==> src/rtl/sup_det.sv <==
module sup_det #(
  parameter int CLK_MHZ = 50
) (
  input  logic       clk,
  input  logic       rst_n,
  input  logic [1:0] cmd_vld,
  input  logic [1:0] dat_vld,
  input  logic       rx_busy,
  input  logic       tx_busy,
  input  logic       cur_bus,
  output logic       abort_o,
  output logic       start_o,
  output logic       quash_o,
  output logic       proto_err_o,
  output logic       new_bus_o
);
  localparam int GAP_CYC = (CLK_MHZ * 7 + 1) / 2;
  localparam int GAP_LIM = (GAP_CYC > 0) ? GAP_CYC - 1 : 0;
  localparam int CW      = $clog2(GAP_CYC + 1) + 1;

  logic [CW-1:0] gap_cnt;
  logic          other, cur_word, gap_ok, any_cmd;
  logic          tx_sup, rx_sup, rx_err, idle_go, go, go_bus;

  assign other    = ~cur_bus;
  assign cur_word = cmd_vld[cur_bus] | dat_vld[cur_bus];
  assign gap_ok   = (gap_cnt == CW'(GAP_LIM));
  assign any_cmd  = |cmd_vld;

  assign tx_sup  = tx_busy & cmd_vld[other];
  assign rx_sup  = ~tx_busy & rx_busy & any_cmd & gap_ok;
  assign rx_err  = ~tx_busy & rx_busy & any_cmd & ~gap_ok;
  assign idle_go = ~tx_busy & ~rx_busy & any_cmd;
  assign go      = tx_sup | rx_sup | idle_go;
  assign go_bus  = tx_sup ? other : ~cmd_vld[0];

  always_ff @(posedge clk) begin
    if (!rst_n)            gap_cnt <= '0;
    else if (cur_word)     gap_cnt <= '0;
    else if (!gap_ok)      gap_cnt <= gap_cnt + CW'(1);
  end

  always_ff @(posedge clk) begin
    if (!rst_n) begin
      abort_o     <= 1'b0;
      start_o     <= 1'b0;
      quash_o     <= 1'b0;
      proto_err_o <= 1'b0;
      new_bus_o   <= 1'b0;
    end else begin
      abort_o     <= tx_sup | rx_sup;
      quash_o     <= tx_sup | rx_sup;
      start_o     <= go;
      proto_err_o <= rx_err;
      if (go) new_bus_o <= go_bus;
    end
  end
endmodule


==> config.mk <==
export PLATFORM = sky130hd
export DESIGN_NAME = sup_det
export DESIGN_NICKNAME = d
export VERILOG_FILES = /design/src/rtl/sup_det.sv
export SDC_FILE = /design/constraint.sdc
export NUM_CORES = 1
export LEC_CHECK = 0
export ABC_AREA = 1
export BUFFER_PORTS_ARGS = -buffer_cell sky130_fd_sc_hd__buf_2
export CAP_MARGIN = 20
export CORE_MARGIN = 3
export CORE_UTILIZATION = 45
export CTS_CLUSTER_DIAMETER = 60
export DETAILED_ROUTE_END_ITERATION = 10
export MAX_ROUTING_LAYER = met4
export PLACE_DENSITY_LB_ADDON = 0.25
export SKIP_CTS_REPAIR_TIMING = 1
export SYNTH_ARGS = -nofsm -noshare
export SYNTH_HDL_FRONTEND = slang
export SYNTH_SLANG_ARGS = --single-unit
==> constraint.sdc <==
create_clock -name clk -period 4.3 [get_ports clk]
set_clock_uncertainty 0.15 [all_clocks]
set_input_delay 0.43 -clock clk [delete_from_list [all_inputs] [get_ports clk]]
set_output_delay 0.43 -clock clk [all_outputs]
set_load 0.005 [all_outputs]
## After elaboration in Yosys (flattened, before gate mapping)

Index checks and enable logic that the tools add are counted.

- Register bits after elaboration: 13
- Bits of input ports: 9
- Output and inout bits: 5

- Add/sub/neg operators: 1
- Order comparisons: 2
- Eq/ne operators: 1
- Mux-type cells: 7
- Bitwise operators: 16
- Reductions and logical operators: 2

Operators with widths:

| cell | number |
|---|---|
| adder 9 x 1 -> 9 bit, second input constant | 1 |
| equality test 9 x 8 -> 1 bit, second input constant | 1 |
| AND 1 bit | 7 |
| 2-to-1 mux 1 bit | 7 |
| NOT 1 bit | 6 |
| less-than comparator 1 x 2 -> 1 bit, second input constant | 2 |
| OR reduction 2 bit | 2 |
| bitwise OR 1 bit | 3 |

## Depth between registers and ports, before layout

Gate-level depths: netlist of the first run.

- Depth after elaboration: 6
- Depth in mapped cells: 9

## Least setup slack after synthesis of the first run

No wires, ideal clock.

- Path kind: reg2reg
- Start point: reg gap_cnt[0]
- End point: reg gap_cnt[4]
- Arrival time: 1,136 ps
- Required time: 4,086 ps
- Setup slack: 2,949 ps
- Stages on the path, launching flop included: 10
- Path buffers: 0
- Period minus slack after synthesis: 1,351 ps
- Cell sequence: dfxtp_1 -> inv_1 -> ha_1 -> nand2_1 -> nor2_2 -> nand2_2 -> clkinv_2 -> o21ai_0 -> nand2_1 -> nor2_1

- Longest elaborated chain between the ends: 1
- Elaborated cells on any way between the ends: 2

RTL lines:

| element | line | RTL |
|---|---|---|
| from (decl) | 21 | `logic [CW-1:0] gap_cnt;` |
| from (signal assigned) | 40 | `else if (!gap_ok) gap_cnt <= gap_cnt + CW'(1);` |
| adder 9 x 1 -> 9 bit or equality test 9 x 8 -> 1 bit (tied branches) | 40, 27 |  |

Several ways; a longest one is shown, not always the timed one.
A chain may end at the register's enable or synchronous reset.

## Worst setup path after layout of the first run

Ends and elaborated chain as after synthesis.

==> impl_metrics.csv, run 1 <==
group,metric,value,unit
sta,finalSetupViolations,0,
worst_setup_path,r2r_slack,2.76,ns
grt,antenna_found_initial,0,
logic_synthesis,ys_seq_area_share,39.17,%
power_and_ir_drop,power_density,284.0,nW/µm²
logic_synthesis,synth_cells,94,
logic_synthesis,netlist.area_leader.share,39.17,%
logic_synthesis,yosys.area.top_type,"dfxtp_1",
cts,cts_buffer_depth,2,
routing,dr_total_vias,613,
worst_setup_path,arrival,1.61,ns
floorplanning,floorplan.rows,13,
logic_synthesis,yosys_warnings,0,
placement,dpl.hpwl,980.4,µm
floorplanning,coreArea,1350,µm²
layout,fillCellCount,148,
placement,port_buffers,13,
cts,clock_latency,0.27,ns
worst_setup_path,worst-path-buf-inv,2,
cts,clock_sinks,13,
logic_synthesis,avgSynthCellArea,7.068,µm²
worst_setup_path,crit_path_frequent_cell,"nand2_1",
worst_setup_path,cpMaxStageDelayCell,"dfxtp_1",
grt,track_usage,15.26,%
routing,vias_per_cell,4.904,
floorplanning,start_util,49.21,%
grt,grt_pass1_wl,2173,µm
floorplanning,die_x,44.43,µm
sta,period_share,35.87,%
layout,syn_to_final_growth,15.44,%
worst_setup_path,cp-end-kind,"flip-flop",
routing,wl_per_cell,9.704,µm
sta,slew_viol_final,0,
logic_synthesis,synth.distinct_cells,22,
floorplanning,io_pins,14,
layout,final_common_cell,"nand2_1",
cts,path_clk_slew,0.07,ns
worst_setup_path,path_class,"flip-flop to flip-flop",
routing,ant_nets,0,
cts,htree_levels,1,
sta,rsz0062_at_grt,"false",
logic_synthesis,netlist_top_cells_area,"dfxtp_1, nand2_1, nor2_1",
sta,fmaxAchievable,648.4,MHz
layout,final_layout_size_suffix_gt1_share,23.64,%
layout,antennaDiodeCount,0,
floorplanning,die_h,44.43,µm
cts,cts_made_buffers,3,
logic_synthesis,synth_nets,105,
sta,slew-limit-headroom,71.61,%
routing,routed_wl,1213,µm
power_and_ir_drop,vdd_drop_max,0.2462,mV
placement,gp_congestion,0.8715,
routing,drt_iter0_markers,14,
grt,grt_max_degree,10,
floorplanning,die_area,1974,µm²
flow_run,cap_viol_max_count,0,
worst_setup_path,cpPeakStageDelay,0.40,ns
cts,root_buffer,"clkbuf_4",
logic_synthesis,synth_edf_count,0,
worst_setup_path,cp_top_family,"flip-flops",
grt,grt.overflow.total,0,
worst_setup_path,critPathLaunchType,"flip-flop",
layout,final_nets,122,
logic_synthesis,synth-async-reset-ratio,0,%
worst_setup_path,critPathRequiredTime,4.36,ns
logic_synthesis,synth.cell_area,664.4,µm²
cts,cts_tree,"built",
routing,drt_pass1_iterations,4,
sta,fin_hold_ws,0.2577,ns
power_and_ir_drop,leakagePower,0.0003394,µW
sta,tightest_slew,0.4258,ns
hold_path,hp-class,"input pin to flip-flop",
logic_synthesis,synth_seq_cells,13,
status,status,"complete, no violations",
grt,grt_pass1_vias,538,
routing,drcViolationCount,0,
layout,layout.cells.most_common_list,"nand2_1, dfxtp_1, buf_2",
worst_setup_path,crit_fanout,5,
logic_synthesis,synth_flop_cell,"dfxtp_1",
sta,finalSetupTns,0,ns
worst_setup_path,worstPathCellList,"inv_1 -> ha_1 -> nand2_1 -> nor2_2 -> nand2_2 -> clkinv_2 -> o21ai_0 -> nand2_1 -> nor2_1",
sta,hold_viol_final,0,
sta,min_period,1.542,ns
power by group:
part           total [µW]  internal, µW  switching [µW]
logic                20.2          8.93            11.3
registers             124           123            1.39
clock network        73.2          36.0            37.2
total                 218           168            49.8
cell usage after synthesis, types with 2 or more instances:
| cell type | instances |
|---|---|
| inv_1 | 11 |
| nor2_1 | 12 |
| nand2_2 | 2 |
| nand2_1 | 20 |
| a21oi_1 | 6 |
| nor3_1 | 2 |
| ha_1 | 2 |
| xnor2_1 | 2 |
| nor2_2 | 3 |
| nand4_1 | 3 |
| dfxtp_1 | 13 |
| nand3_1 | 3 |
| o21ai_0 | 6 |
cell type report:
| cell class | count | area, µm² | area share [%] |
|---|---|---|---|
| clock buffer | 4 | 26.28 | 3.426 |
| inverter | 13 | 50.05 | 6.525 |
| multi-input combinational | 67 | 346.6 | 45.19 |
| sequential | 13 | 260.3 | 33.93 |
| tap | 15 | 18.77 | 2.447 |
| timing repair buffer | 13 | 65.06 | 8.483 |
logic make-up after synthesis:
kind of cell / after synthesis / share of synthesized area [%]
flip-flops: 13 / 39.17
AND/OR/NAND/NOR: 48 / 32.77
AO/OA/AOI/OAI: 15 / 13.00
buffers and inverters: 14 / 8.662
adder cells (fa/ha/maj): 2 / 3.766
XOR/XNOR: 2 / 2.637
final timing paths:
check             startpoint         end  cells after the start
setup / recovery  gap_cnt[0]  gap_cnt[4]                      9
hold / removal         rst_n     start_o                      3
setup reg to reg  gap_cnt[0]  gap_cnt[4]                      9
hold reg to reg   gap_cnt[8]  gap_cnt[8]                      2
through the flow:
step                instance area (µm²)  power (µW)  setup WS, ns  cells  util (%)
finish                            767.0       217.8         2.758    125     56.81
global route                      767.0       231.3         2.579    125     56.81
CTS                               767.0       222.7         2.746    125     56.81
detailed placement                740.7       147.7         2.763    121     54.87
global placement                  740.7       147.1         2.814    121     54.87
floorplan                         664.4       138.5         2.949     94         -
tightest hold or removal path, stage by stage:
cell	delay, ns
buf_2	0.12
nand2_1	0.06
inv_1	0.04
flip-flops by register name (all words and copies together) (netlist names):
| signal | count |
|---|---|
| start_o | 1 |
| quash_o | 1 |
| gap_cnt | 9 |
| new_bus_o | 1 |
| proto_err_o | 1 |
metal layers:
metal	routed length [µm]	part of all wire, %	track usage, %	vias to the layer above
met5	0	0	-	-
met4	9	0.74	3.614	0
met3	69	5.7	6.098	2
met2	569	47	23.84	15
met1	564	46	18.32	265
li1	-	-	-	331
Power figures use the tool's default switching activity.
==> inputs of run 2 (changes only) <==
- ABC_AREA: 1 -> 0
- clock period: 4.3 -> 1.55 ns (I/O delays scaled with it)
==> impl_metrics.csv, run 2 <==
group,metric,value,unit
layout,largest-register,"gap_cnt",
cts,clock_latency,0.28,ns
worst_setup_path,critPathLaunchType,"flip-flop",
grt,track_usage,15.54,%
routing,ant_nets,0,
placement,gp_congestion,0.8385,
logic_synthesis,synth_cells,73,
cts,path_clk_slew,0.08,ns
logic_synthesis,synthAdderAreaFrac,4.024,%
floorplanning,coreArea,1201,µm²
worst_setup_path,worstPathCellList,"inv_2 -> ha_2 -> and4b_2 -> buf_4 -> buf_6 -> nor4_1",
worst_setup_path,cpPeakStageDelay,0.34,ns
routing,drcViolationCount,0,
hold_path,hp-class,"input pin to flip-flop",
logic_synthesis,synth_edf_count,0,
logic_synthesis,synth_seq_cells,13,
logic_synthesis,synth.distinct_cells,29,
flow_run,cap_viol_max_count,0,
sta,finalWorstSetupSlack,-0.07913,ns
cts,cts_buffer_depth,2,
logic_synthesis,synth_nets,84,
cts,cts_tree,"built",
routing,dr_total_vias,591,
grt,grt_pass1_vias,503,
logic_synthesis,yosys.area_share.simple,30.18,%
routing,vias_per_cell,5.184,
layout,final_common_cell,"buf_2",
sta,hold_viol_final,0,
logic_synthesis,synthXorXnorAreaFrac,5.634,%
placement,dpl.hpwl,1042,µm
worst_setup_path,cpMaxStageDelayCell,"dfxtp_2",
status,status,"complete, but fails checks",
sta,finalSetupViolations,6,
logic_synthesis,yosys.area.top_type,"dfxtp_1",
cts,root_buffer,"clkbuf_4",
routing,drt_pass1_iterations,4,
sta,period_share,105.1,%
logic_synthesis,synth_most_common_cell,"dfxtp_1",
logic_synthesis,netlist.area_leader.share,41.85,%
cts,htree_levels,1,
sta,slew_viol_final,0,
floorplanning,start_util,51.77,%
worst_setup_path,critPathRequiredTime,1.57,ns
logic_synthesis,synth-async-reset-ratio,0,%
logic_synthesis,synth_flop_cell,"dfxtp_1",
routing,routed_wl,1501,µm
worst_setup_path,cp-end-kind,"flip-flop",
layout,instances_no_fill,114,
logic_synthesis,synthMuxAreaShare,3.219,%
layout,antennaDiodeCount,0,
logic_synthesis,synthTopCellsByCount,"dfxtp_1, nand2_1, nor2_1",
floorplanning,die_x,43.18,µm
worst_setup_path,cp_top_family,"simple AND/OR/NAND/NOR gates",
sta,tightest_slew,0.2900,ns
placement,dp_slack,-0.1923,ns
logic_synthesis,synth_compound_area_share,10.26,%
layout,syn_to_final_growth,38.03,%
floorplanning,io_pins,14,
sta,rsz0062_at_grt,"true",
status,violations,"negative setup slack",
floorplanning,die_h,43.18,µm
logic_synthesis,ys_seq_area_share,41.85,%
layout,final_layout_size_suffix_gt1_share,43.00,%
routing,drt_iter0_markers,13,
worst_setup_path,path_class,"flip-flop to flip-flop",
routing,wl_per_cell,13.17,µm
logic_synthesis,synth_top_family_by_area,"simple AND/OR/NAND/NOR gates",
layout,largest_reg_flops,9,
grt,antenna_found_initial,0,
worst_setup_path,arrival,1.65,ns
grt,grt_pass1_wl,2097,µm
worst_setup_path,crit_fanout,6,
sta,slew-limit-headroom,80.49,%
logic_synthesis,synth.cell_area,621.8,µm²
cts,clock_sinks,13,
logic_synthesis,yosys_warnings,0,
layout,fin_util,71.46,%
logic_synthesis,netlist_top_cells_area,"dfxtp_1, a21oi_1, nand2_1",
placement,dp.cells,107,
worst_setup_path,worst-path-buf-inv,3,
floorplanning,die_area,1864,µm²
power_and_ir_drop,leakagePower,0.0003460,µW
grt,grt_max_degree,10,
sta,fmaxAchievable,613.8,MHz
layout,final_nets,112,
power_and_ir_drop,power_density,721.5,nW/µm²
power_and_ir_drop,vdd_drop_max,0.3492,mV
floorplanning,floorplan.rows,12,
layout,layout.cells.most_common_list,"buf_2, dfxtp_1, buf_4",
logic_synthesis,avgSynthCellArea,8.518,µm²
grt,grt.overflow.total,0,
placement,port_buffers,13,
cts,cts_made_buffers,3,
sta,min_period,1.629,ns
==> run 2: power breakdown <==
| group | total [µW] | leakage [µW] | switching [µW] | internal, µW |
|---|---|---|---|---|
| sequential | 344 | 0.000107 | 3.84 | 340 |
| clock | 212 | 0.0000150 | 112 | 99.8 |
| combinational | 63.7 | 0.000224 | 32.2 | 31.5 |
| total | 619 | 0.000346 | 148 | 471 |
==> run 2: metal layers <==
layer | up-vias | routed length (µm) | GRT usage, %
li1 | 304 | - | -
met1 | 268 | 656 | 17.84
met2 | 14 | 741 | 23.01
met3 | 5 | 73 | 5.508
met4 | 0 | 30 | 9.036
met5 | - | 0 | -
==> run 2: worst paths after layout <==
| kind | start | end | slack (ns) | depth (start not counted) |
|---|---|---|---|---|
| max | gap_cnt[0] | proto_err_o | -0.08 | 6 |
| min | rst_n | new_bus_o | 0.02 | 3 |
| max reg2reg | gap_cnt[0] | proto_err_o | -0.08 | 6 |
| min reg2reg | new_bus_o | new_bus_o | 0.36 | 2 |
==> run 2: logic make-up after synthesis <==
| kind of cell | after synthesis |
|---|---|
| AO/OA/AOI/OAI | 12 |
| XOR/XNOR | 4 |
| adder cells (fa/ha/maj) | 2 |
| buffers and inverters | 5 |
| flip-flops | 13 |
| multiplexers | 2 |
| AND/OR/NAND/NOR | 35 |
==> run 2: area by class of cell <==
class                      count  area, µm²
clock buffer                   4      26.28
fill                         101      342.8
inverter                       3      11.26
multi-input combinational     55      375.4
sequential                    13      265.3
tap                           14      17.52
timing repair buffer          25      162.7
==> run 2: tightest hold or removal path, stage by stage <==
cell and delay (ns):
buf_2 0.12, nand2_1 0.05, mux2i_1 0.07
==> run 2: stage by stage <==
stage / power [µW] / setup TNS (ns) / hold slack, ns / area, µm²
after floorplan: 381.3 / 0 / 0.1438 / 623.1
after global placement: 412.0 / -0.1732 / 0.2965 / 754.5
after detailed placement: 414.4 / -0.7769 / 0.3113 / 754.5
after CTS: 613.7 / -0.9621 / 0.02878 / 780.7
after global routing: 647.0 / -0.8857 / 0.04162 / 858.3
final: 619.3 / -0.2653 / 0.02045 / 858.3
==> inputs of run 3 (changes only) <==
- ABC_CLOCK_PERIOD_IN_PS: default -> 1550
- BUFFER_PORTS_ARGS: -buffer_cell sky130_fd_sc_hd__buf_2 -> default
- CORE_MARGIN: 3 -> 2
- DONT_BUFFER_PORTS: default -> 1
==> impl_metrics.csv, run 3 (synthesis gave the netlist of run 2 again) <==
group,metric,value,unit
sta,slew_viol_final,0,
layout,final_nets,103,
cts,cts_made_buffers,3,
sta,period_share,98.91,%
floorplanning,die_area,1695,µm²
worst_setup_path,worst-path-buf-inv,1,
worst_setup_path,critPathRequiredTime,1.62,ns
worst_setup_path,crit_fanout,7,
routing,routed_wl,1265,µm
grt,grt_max_degree,10,
worst_setup_path,rr_worst_depth,5,
sta,finalWorstSetupSlack,0.01684,ns
worst_setup_path,path_class,"flip-flop to flip-flop",
power_and_ir_drop,vdd_drop_max,0.3749,mV
worst_setup_path,cp_top_family,"simple AND/OR/NAND/NOR gates",
sta,fmaxAchievable,652.2,MHz
placement,gp_congestion,0.6827,
worst_setup_path,cpMaxStageDelayCell,"or3_4",
layout,fin_area,827.0,µm²
sta,finalSetupViolations,0,
layout,largest-register,"gap_cnt",
status,violations,"negative hold slack",
cts,cts_tree,"built",
routing,dr_total_vias,560,
placement,port_buffers,0,
sta,min_period,1.533,ns
cts,path_clk_slew,0.08,ns
sta,tightest_slew,0.3479,ns
cts,cts_buffer_depth,2,
cts,clock_sinks,13,
floorplanning,start_util,47.79,%
worst_setup_path,arrival,1.60,ns
status,status,"complete, but fails checks",
sta,rsz0062_at_grt,"true",
floorplanning,die_h,41.18,µm
grt,grt.overflow.total,0,
sta,hold_viol_final,1,
floorplanning,floorplan.rows,13,
cts,root_buffer,"clkbuf_4",
grt,grt_pass1_vias,433,
layout,layout.cells.most_common_list,"buf_4, dfxtp_1, nand2_1",
hold_path,holdPathStages,2,
floorplanning,coreArea,1301,µm²
power_and_ir_drop,power_density,723.4,nW/µm²
floorplanning,io_pins,14,
floorplanning,die_x,41.18,µm
flow_run,cap_viol_max_count,0,
routing,vias_per_cell,5.283,
placement,dp.cells,94,
layout,fillCellCount,118,
worst_setup_path,critPathLaunchType,"flip-flop",
sta,fin_hold_ws,-0.05253,ns
hold_path,hp-class,"input pin to flip-flop",
grt,track_usage,17.01,%
layout,instances_no_fill,106,
layout,fin_util,63.56,%
worst_setup_path,r2r_slack,0.02,ns
routing,drt_pass1_iterations,4,
layout,final_layout_size_suffix_gt1_share,31.87,%
power_and_ir_drop,leakagePower,0.0003049,µW
routing,drt_iter0_markers,10,
layout,antennaDiodeCount,0,
routing,wl_per_cell,11.93,µm
placement,dpl_cell_area,683.2,µm²
worst_setup_path,worstPathCellList,"inv_2 -> ha_2 -> and4b_2 -> or3_4 -> a21oi_2",
layout,largest_reg_flops,9,
placement,dp_slack,-0.04714,ns
routing,drcViolationCount,0,
layout,syn_to_final_growth,33.00,%
routing,ant_nets,0,
worst_setup_path,cp.depth,5,
worst_setup_path,cpPeakStageDelay,0.40,ns
placement,dpl.hpwl,877.2,µm
layout,final_common_cell,"buf_4",
cts,clock_latency,0.27,ns
sta,slew-limit-headroom,76.65,%
grt,antenna_found_initial,0,
grt,grt_pass1_wl,1683,µm
cts,htree_levels,1,
worst_setup_path,cp-end-kind,"flip-flop",
==> run 3: final cells by class <==
type,instances,area [µm²],area share (%)
clock buffer,4,26.28,3.177
inverter,3,11.26,1.362
multi-input combinational,55,374.1,45.23
sequential,13,264.0,31.92
tap,15,18.77,2.269
timing repair buffer,16,132.6,16.04
==> run 3: final timing paths <==
kind                                  from          end
worst max-delay path            gap_cnt[0]   gap_cnt[4]
worst min-delay path            cmd_vld[1]  proto_err_o
worst max register to register  gap_cnt[0]   gap_cnt[4]
worst min register to register   new_bus_o    new_bus_o
==> run 3: per-stage QoR <==
stage / hold slack (ns) / power, µW / TNS (ns)
finish: -0.05253 / 598.3 / 0
detailed placement: 0.1609 / 388.9 / -0.09396
floorplan: 0.1438 / 381.3 / 0
global placement: 0.1601 / 388.6 / -0.07324
CTS: -0.1306 / 588.7 / -0.1369
global route: 0.01484 / 632.0 / -0.1850
==> run 3: per-layer routing <==
| metal | wire (µm) | GRT usage, % |
|---|---|---|
| met1 | 578 | 20.59 |
| met5 | 0 | - |
| met3 | 77 | 8.696 |
| met4 | 13 | 12.10 |
| met2 | 595 | 21.09 |
==> run 3: report_power, final <==
part / switching, µW / internal [µW] / total, µW
clock: 104 / 99.6 / 204
combinational: 21.5 / 25.7 / 47.2
sequential: 5.15 / 342 / 347
total: 131 / 467 / 598
